`src/rtl/rxdma_pkg.sv`:
```
package rxdma_pkg;
  localparam int AW = 16;
  localparam int CW = 16;
  localparam int DW = 8;

  function automatic logic [AW-1:0] ptr_next(input logic [AW-1:0] a);
    return a + AW'(1);
  endfunction

  function automatic logic [CW-1:0] cnt_next(input logic [CW-1:0] c);
    return c - CW'(1);
  endfunction

  function automatic logic cnt_is_last(input logic [CW-1:0] c);
    return c == CW'(1);
  endfunction

  function automatic logic cnt_is_empty(input logic [CW-1:0] c);
    return c == '0;
  endfunction
endpackage

```
`src/rtl/rxdma_buf.sv`:
```
module rxdma_buf
  import rxdma_pkg::*;
(
  input  logic          clk,
  input  logic          rst_n,
  input  logic          rx_load,
  input  logic [DW-1:0] rx_data,
  input  logic          take,
  input  logic          ovr_clr,
  output logic          full,
  output logic          ovr,
  output logic [DW-1:0] byte_q
);
  logic ovr_set;
  assign ovr_set = rx_load && full && !take;

  always_ff @(posedge clk or negedge rst_n) begin
    if (!rst_n) begin
      full   <= 1'b0;
      ovr    <= 1'b0;
      byte_q <= '0;
    end else begin
      if (rx_load) begin
        byte_q <= rx_data;
        full   <= 1'b1;
      end else if (take) begin
        full <= 1'b0;
      end
      ovr <= ovr_set || (ovr && !ovr_clr);
    end
  end


  full_clear_chk: assert property (@(posedge clk) disable iff (!rst_n)
    take && !rx_load |=> !full);

  collide_keep_chk: assert property (@(posedge clk) disable iff (!rst_n)
    take && rx_load && !ovr |=> full && !ovr);

  ovr_set_chk: assert property (@(posedge clk) disable iff (!rst_n)
    rx_load && full && !take |=> ovr);
endmodule

```
`src/rtl/rxdma_ptr.sv`:
```
module rxdma_ptr
  import rxdma_pkg::*;
(
  input  logic          clk,
  input  logic          rst_n,
  input  logic          fire,
  input  logic          en_wr,
  input  logic          en_val,
  input  logic          addr_wr,
  input  logic [AW-1:0] addr_val,
  input  logic          cnt_wr,
  input  logic [CW-1:0] cnt_val,
  input  logic          eob_clr,
  output logic [AW-1:0] addr,
  output logic [CW-1:0] cnt,
  output logic          en,
  output logic          eob,
  output logic          last_xfer,
  output logic          zero_arm
);
  logic eob_set;

  assign last_xfer = fire && cnt_is_last(cnt);
  assign zero_arm  = en_wr && en_val && cnt_is_empty(cnt);
  assign eob_set   = last_xfer || zero_arm;

  always_ff @(posedge clk or negedge rst_n) begin
    if (!rst_n) begin
      addr <= '0;
      cnt  <= '0;
      en   <= 1'b0;
      eob  <= 1'b0;
    end else begin
      if (fire) begin
        addr <= ptr_next(addr);
        cnt  <= cnt_next(cnt);
      end else begin
        if (addr_wr && !en) addr <= addr_val;
        if (cnt_wr && !en)  cnt  <= cnt_val;
      end
      if (last_xfer)  en <= 1'b0;
      else if (en_wr) en <= en_val && !cnt_is_empty(cnt);
      eob <= eob_set || (eob && !eob_clr);
    end
  end


  addr_step_chk: assert property (@(posedge clk) disable iff (!rst_n)
    fire |=> addr == ptr_next($past(addr)) && cnt == cnt_next($past(cnt)));

  term_chk: assert property (@(posedge clk) disable iff (!rst_n)
    last_xfer |=> eob && !en);

  zero_chk: assert property (@(posedge clk) disable iff (!rst_n)
    zero_arm && !fire |=> eob && !en);

  eob_hold_chk: assert property (@(posedge clk) disable iff (!rst_n)
    eob && !eob_clr |=> eob);

  load_lock_chk: assert property (@(posedge clk) disable iff (!rst_n)
    en && !fire |=> $stable(addr) && $stable(cnt));
endmodule

```
`src/rtl/rx_byte_dma.sv`:
```
module rx_byte_dma
  import rxdma_pkg::*;
(
  input  logic          clk,
  input  logic          rst_n,
  input  logic          rx_load,
  input  logic [DW-1:0] rx_data,
  input  logic          sw_en_wr,
  input  logic          sw_en_val,
  input  logic          sw_addr_wr,
  input  logic [AW-1:0] sw_addr_val,
  input  logic          sw_cnt_wr,
  input  logic [CW-1:0] sw_cnt_val,
  input  logic          sw_eob_clr,
  input  logic          sw_ovr_clr,
  input  logic          dma_ack,
  output logic          dma_req,
  output logic          mem_we,
  output logic [AW-1:0] mem_addr,
  output logic [DW-1:0] mem_wdata,
  output logic [CW-1:0] dma_remain,
  output logic          dma_en,
  output logic          rx_full,
  output logic          rx_overrun,
  output logic          eob_irq
);
  logic fire;
  logic last_xfer;
  logic zero_arm;

  assign dma_req = rx_full && dma_en;
  assign fire    = dma_req && dma_ack;
  assign mem_we  = fire;

  rxdma_buf u_buf (
    .clk(clk), .rst_n(rst_n), .rx_load(rx_load), .rx_data(rx_data),
    .take(fire), .ovr_clr(sw_ovr_clr), .full(rx_full), .ovr(rx_overrun),
    .byte_q(mem_wdata)
  );

  rxdma_ptr u_ptr (
    .clk(clk), .rst_n(rst_n), .fire(fire),
    .en_wr(sw_en_wr), .en_val(sw_en_val),
    .addr_wr(sw_addr_wr), .addr_val(sw_addr_val),
    .cnt_wr(sw_cnt_wr), .cnt_val(sw_cnt_val),
    .eob_clr(sw_eob_clr),
    .addr(mem_addr), .cnt(dma_remain), .en(dma_en), .eob(eob_irq),
    .last_xfer(last_xfer), .zero_arm(zero_arm)
  );


  req_hold_chk: assert property (@(posedge clk) disable iff (!rst_n)
    dma_req && !dma_ack && !sw_en_wr |=> dma_req);

  we_gate_chk: assert property (@(posedge clk) disable iff (!rst_n)
    mem_we |-> dma_en && rx_full);

  post_term_chk: assert property (@(posedge clk) disable iff (!rst_n)
    last_xfer && !sw_en_wr |=> !dma_req);
endmodule

```
`config.mk`:
```
export PLATFORM = sky130hd
export DESIGN_NAME = rx_byte_dma
export DESIGN_NICKNAME = d
export VERILOG_FILES = /design/src/rtl/rxdma_pkg.sv /design/src/rtl/rxdma_buf.sv /design/src/rtl/rxdma_ptr.sv /design/src/rtl/rx_byte_dma.sv
export SDC_FILE = /design/constraint.sdc
export NUM_CORES = 1
export LEC_CHECK = 0
export CAP_MARGIN = 20
export CORE_UTILIZATION = 43
export CTS_CLUSTER_SIZE = 28
export DETAILED_ROUTE_END_ITERATION = 16
export PLACE_DENSITY = 0.82
export SETUP_SLACK_MARGIN = 0.05
export SYNTH_ARGS = -nofsm -noshare
export SYNTH_HDL_FRONTEND = slang
export SYNTH_SLANG_ARGS = --single-unit
export TNS_END_PERCENT = 100
```
`constraint.sdc`:
```
create_clock -name clk -period 2 [get_ports clk]
set_input_delay 0.3 -clock clk [delete_from_list [all_inputs] [get_ports clk]]
set_output_delay 0.3 -clock clk [all_outputs]
set_load 0.02 [all_outputs]
```
==> results of run 1 <==
## state kept, by name, indices dropped and copies added, names as in the netlist
register and count:
u_buf.byte_q 8, u_buf.full 1, u_buf.ovr 1, u_ptr.addr 16, u_ptr.cnt 16, u_ptr.en 1, u_ptr.eob 1
## what timing repair did
action / 4_1_cts / 5_1_grt
gates cloned: 0 / 0
pin swaps: 0 / 0
endpoints found under the setup margin: 1 / 2
resized for setup: 1 / 2
## metal layers
| metal | vias up | global-route usage |
|---|---|---|
| li1 | 1145 | - |
| met1 | 1133 | 0.307 |
| met2 | 92 | 0.395 |
| met3 | 6 | 0.0463 |
| met4 | 0 | 0.0802 |
| met5 | - | 0 |
## layout make-up
| cell class | count | area (um^2) |
|---|---|---|
| fillers | 430 | 1640 |
| multi-input cells | 177 | 1150 |
| flip-flops and latches | 44 | 1100 |
| repair buffers | 110 | 1060 |
| well taps | 70 | 87.6 |
| clock buffers | 6 | 82.6 |
| inverters | 11 | 41.3 |
| clock inverters | 2 | 10.0 |
## placed cells by master (no fill, tap or decap), types with 6 or more instances in the layout
master,netlist,routed
sky130_fd_sc_hd__dfrtp_1,44,43
sky130_fd_sc_hd__inv_1,10,10
sky130_fd_sc_hd__nand4_1,8,8
sky130_fd_sc_hd__buf_4,0,15
sky130_fd_sc_hd__nor2_1,14,14
sky130_fd_sc_hd__clkbuf_8,1,6
sky130_fd_sc_hd__o22ai_1,7,7
sky130_fd_sc_hd__nand2_1,29,29
sky130_fd_sc_hd__a21oi_1,6,6
sky130_fd_sc_hd__clkdlybuf4s50_1,0,93
sky130_fd_sc_hd__o311ai_0,9,8
sky130_fd_sc_hd__nand3_1,14,14
sky130_fd_sc_hd__nor3_1,7,7
sky130_fd_sc_hd__o211ai_1,13,13
sky130_fd_sc_hd__mux2_2,9,9
## worst max-delay path by stage
stage,start,to,cells after the start
final,u_ptr.cnt[6],u_ptr.cnt[13],4
after global routing,u_ptr.cnt[9],u_ptr.cnt[13],4
after CTS,dma_ack,mem_we,4
after detailed placement,dma_ack,u_ptr.cnt[7],7
after global placement,dma_ack,mem_we,4
after floorplan,u_ptr.cnt[6],u_ptr.cnt[13],4
## power groups by stage
stage          combinational (mW)  sequential [mW]  clock [mW]
2_1_floorplan               0.385             1.45           0
3_3_place_gp                 1.16             1.28           0
3_5_place_dp                 1.17             1.29           0
4_1_cts                      1.18             1.28       0.606
5_1_grt                      1.27             1.31       0.641
6_report                     1.17             1.28       0.584
## metrics by stage
step                cells   util  power, mW  hold WS [ns]
finish                420  0.684       3.04        0.0671
global route          420  0.684       3.23         0.110
CTS                   420  0.683       3.06        0.0871
detailed placement    412  0.665       2.47         0.419
global placement      412  0.665       2.44         0.417
floorplan             241      -       1.84       0.00441
## logic make-up (layout without fill, tap and decap cells)
| family | after synthesis | after routing | synth area share |
|---|---|---|---|
| buffers and inverters | 20 | 129 | 0.0369 |
| AO/OA/AOI/OAI | 65 | 65 | 0.206 |
| flip-flops | 44 | 44 | 0.471 |
| adder cells (fa/ha/maj) | 3 | 3 | 0.0161 |
| AND/OR/NAND/NOR | 99 | 99 | 0.223 |
| XOR/XNOR | 1 | 1 | 0.00375 |
| multiplexers | 9 | 9 | 0.0433 |
==> out/qor.tcl, run 1 <==
set qor(route.detailed.wl_per_inst_um) 15.2
set qor(clock_tree.buffer_depth) 2
set qor(postSynth.asyncResetShare) 1.00
set qor(post-place-ws_ns) 0.0547
set qor(initial_antenna_violation_count) 0
set qor(post_synth_net_total) 294
set qor(clock-sinks) 44
set qor(totalNegativeSetupSlack_ns) 0
set qor(synth_top_cells_by_count) {sky130_fd_sc_hd__dfrtp_1, sky130_fd_sc_hd__nand2_1, sky130_fd_sc_hd__nand3_1, sky130_fd_sc_hd__nor2_1, sky130_fd_sc_hd__o211ai_1}
set qor(drc) 0
set qor(critical_path_start_end_classification) {flop to flop}
set qor(stdcell_area_um2) 3540
set qor(cp_top_family) {simple AND/OR/NAND/NOR gates}
set qor(worst_r2r_start) {u_ptr.cnt[6]}
set qor(wirelength_um) 6390
set qor(finish.net_count) 402
set qor(dpl-instance-area_um2) 3440
set qor(route.antenna.remaining_nets) 0
set qor(timing_worst_slew_pin_value_ns) 0.570
set qor(core.rowCount) 26
set qor(rrSetupSlack_ns) 0.08
set qor(power.leakage_nw) 1.41
set qor(synthCells) 241
set qor(critical_path.n_buffers_inverters) 0
set qor(ctsRootBufferMaster) {sky130_fd_sc_hd__clkbuf_8}
set qor(synth_cell_area_um2) 2340
set qor(first_pass_iteration_count_of_the_detailed_router) 4
set qor(power_switching_share) 0.367
set qor(overflow) 0
set qor(synth-seq-area-share) 0.471
set qor(post_cts_hold_buffer_count) 0
set qor(worst_path_clk_slew_ns) 0.09
set qor(drive_gt1_frac) 0.123
set qor(final-setup-viol-count) 0
set qor(wire_length_of_the_first_global_routing_pass_um) 10100
set qor(cts_inserted_buffers) 5
set qor(via_count) 2376
set qor(fin_crit_ns) 1.92
set qor(critical-path-slowest-cell) {sky130_fd_sc_hd__or4_4}
set qor(worst_r2r_endpoint) {u_ptr.cnt[13]}
set qor(postSynthRegisterBits) 44
set qor(io_pins) 96
set qor(timing.max_slew.rel_slack) 0.620
set qor(insertedDiodeCount) 0
set qor(chip_width_um) 75.7
set qor(final_critical_path_setup_slack_ns) 0.0803
set qor(critPathCaptureType) {flop}
set qor(max_cap_violations) 0
set qor(synthMostInstantiatedCell) {sky130_fd_sc_hd__dfrtp_1}
set qor(synth_enable_flop_cells) 0
set qor(pwr-share-comb) 0.385
set qor(grt_setup_unrepaired) {no}
set qor(crit_path_start_kind) {flop}
set qor(clkPwrFrac) 0.192
set qor(worst_path_largest_cell_delay_ns) 0.57
set qor(ir_drop_v) 0.000540
set qor(grt_pass1_vias) 2179
set qor(die-area_um2) 5740
set qor(post-route-period-util) 0.960
set qor(io_port_bufs) 95
set qor(seq_power_share) 0.422
set qor(synthesis_to_layout_area_growth_pct) 51.2
set qor(powerDensity_nw_per_um2) 859
set qor(fmax_mhz) 521
set qor(syn_area_per_cell_um2) 9.70
set qor(ys.flop_type) {sky130_fd_sc_hd__dfrtp_1}
set qor(highest-signal-layer) {met4}
set qor(synth.largest_area_cell) {sky130_fd_sc_hd__dfrtp_1}
set qor(die_h_um) 75.7
set qor(critPathArrivalTime_ns) 2.13
set qor(cells_traversed_along_the_worst_timing_path) {or4_4, or4_4, o211a_1, nor3_1}
set qor(worst_clock_skew_ns) 0.00864
set qor(cell_internal_pwr_mw) 1.92
set qor(finalHoldViolCount) 0
set qor(worst_skew_pair.late_latency_ns) 0.30
set qor(htree_num_levels) 2
set qor(critical_path.most_common_cell) {sky130_fd_sc_hd__or4_4}
set qor(grt_start_max_net_pins) 45
set qor(detail_route.vias_per_cell) 5.66
set qor(power_switching_mw) 1.12
set qor(crit_path_max_fanout) 4
set qor(timing.critical_path.required_ns) 2.21
set qor(yosys.cell_types.count) 47
set qor(yosys_warn_count) 0
set qor(route.layer.met1.wl_um) 2770
set qor(initial_utilization) 0.452
set qor(detailroute.wirelength.met2_um) 3130
set qor(holdCritPathClass) {input pin to async pin}
set qor(outcome) {completed}
set qor(synthDominantCellAreaShare) 0.471
set qor(detailedRoute.firstIterationViolations) 196
set qor(place.detailed.hpwl_um) 4740
set qor(timing_max_transition_violations_final) 0
set qor(cts_post_setup_buffers_inserted) 0
set qor(grt_usage) 0.236
set qor(globalplace.congestion) 0.865
set qor(yosys-top-cells-area) {sky130_fd_sc_hd__dfrtp_1, sky130_fd_sc_hd__nand2_1, sky130_fd_sc_hd__mux2_2, sky130_fd_sc_hd__o211ai_1, sky130_fd_sc_hd__o311ai_0}
set qor(ff2ff_path_depth) 4
set qor(met3_wirelength_um) 404
set qor(tritoncts) {yes}
set qor(core-area_um2) 5170
(Power assumes the default switching activity.)
==> run 2: changes to the inputs <==
--- a/config.mk
+++ b/config.mk
@@ -5,6 +5,7 @@
 export SDC_FILE = /design/constraint.sdc
 export NUM_CORES = 1
 export LEC_CHECK = 0
+export ABC_AREA = 0
 export CAP_MARGIN = 20
 export CORE_UTILIZATION = 43
 export CTS_CLUSTER_SIZE = 28
==> results of run 2 <==
Final layout, timing and power as in run 1 (identical DEF).
==> run 3: changes to the inputs <==
--- a/config.mk
+++ b/config.mk
@@ -12,6 +12,7 @@
 export DETAILED_ROUTE_END_ITERATION = 16
 export PLACE_DENSITY = 0.82
 export SETUP_SLACK_MARGIN = 0.05
+export SLEW_MARGIN = 20
 export SYNTH_ARGS = -nofsm -noshare
 export SYNTH_HDL_FRONTEND = slang
 export SYNTH_SLANG_ARGS = --single-unit
==> results of run 3 <==
Final layout, timing and power as in run 1 (identical DEF).
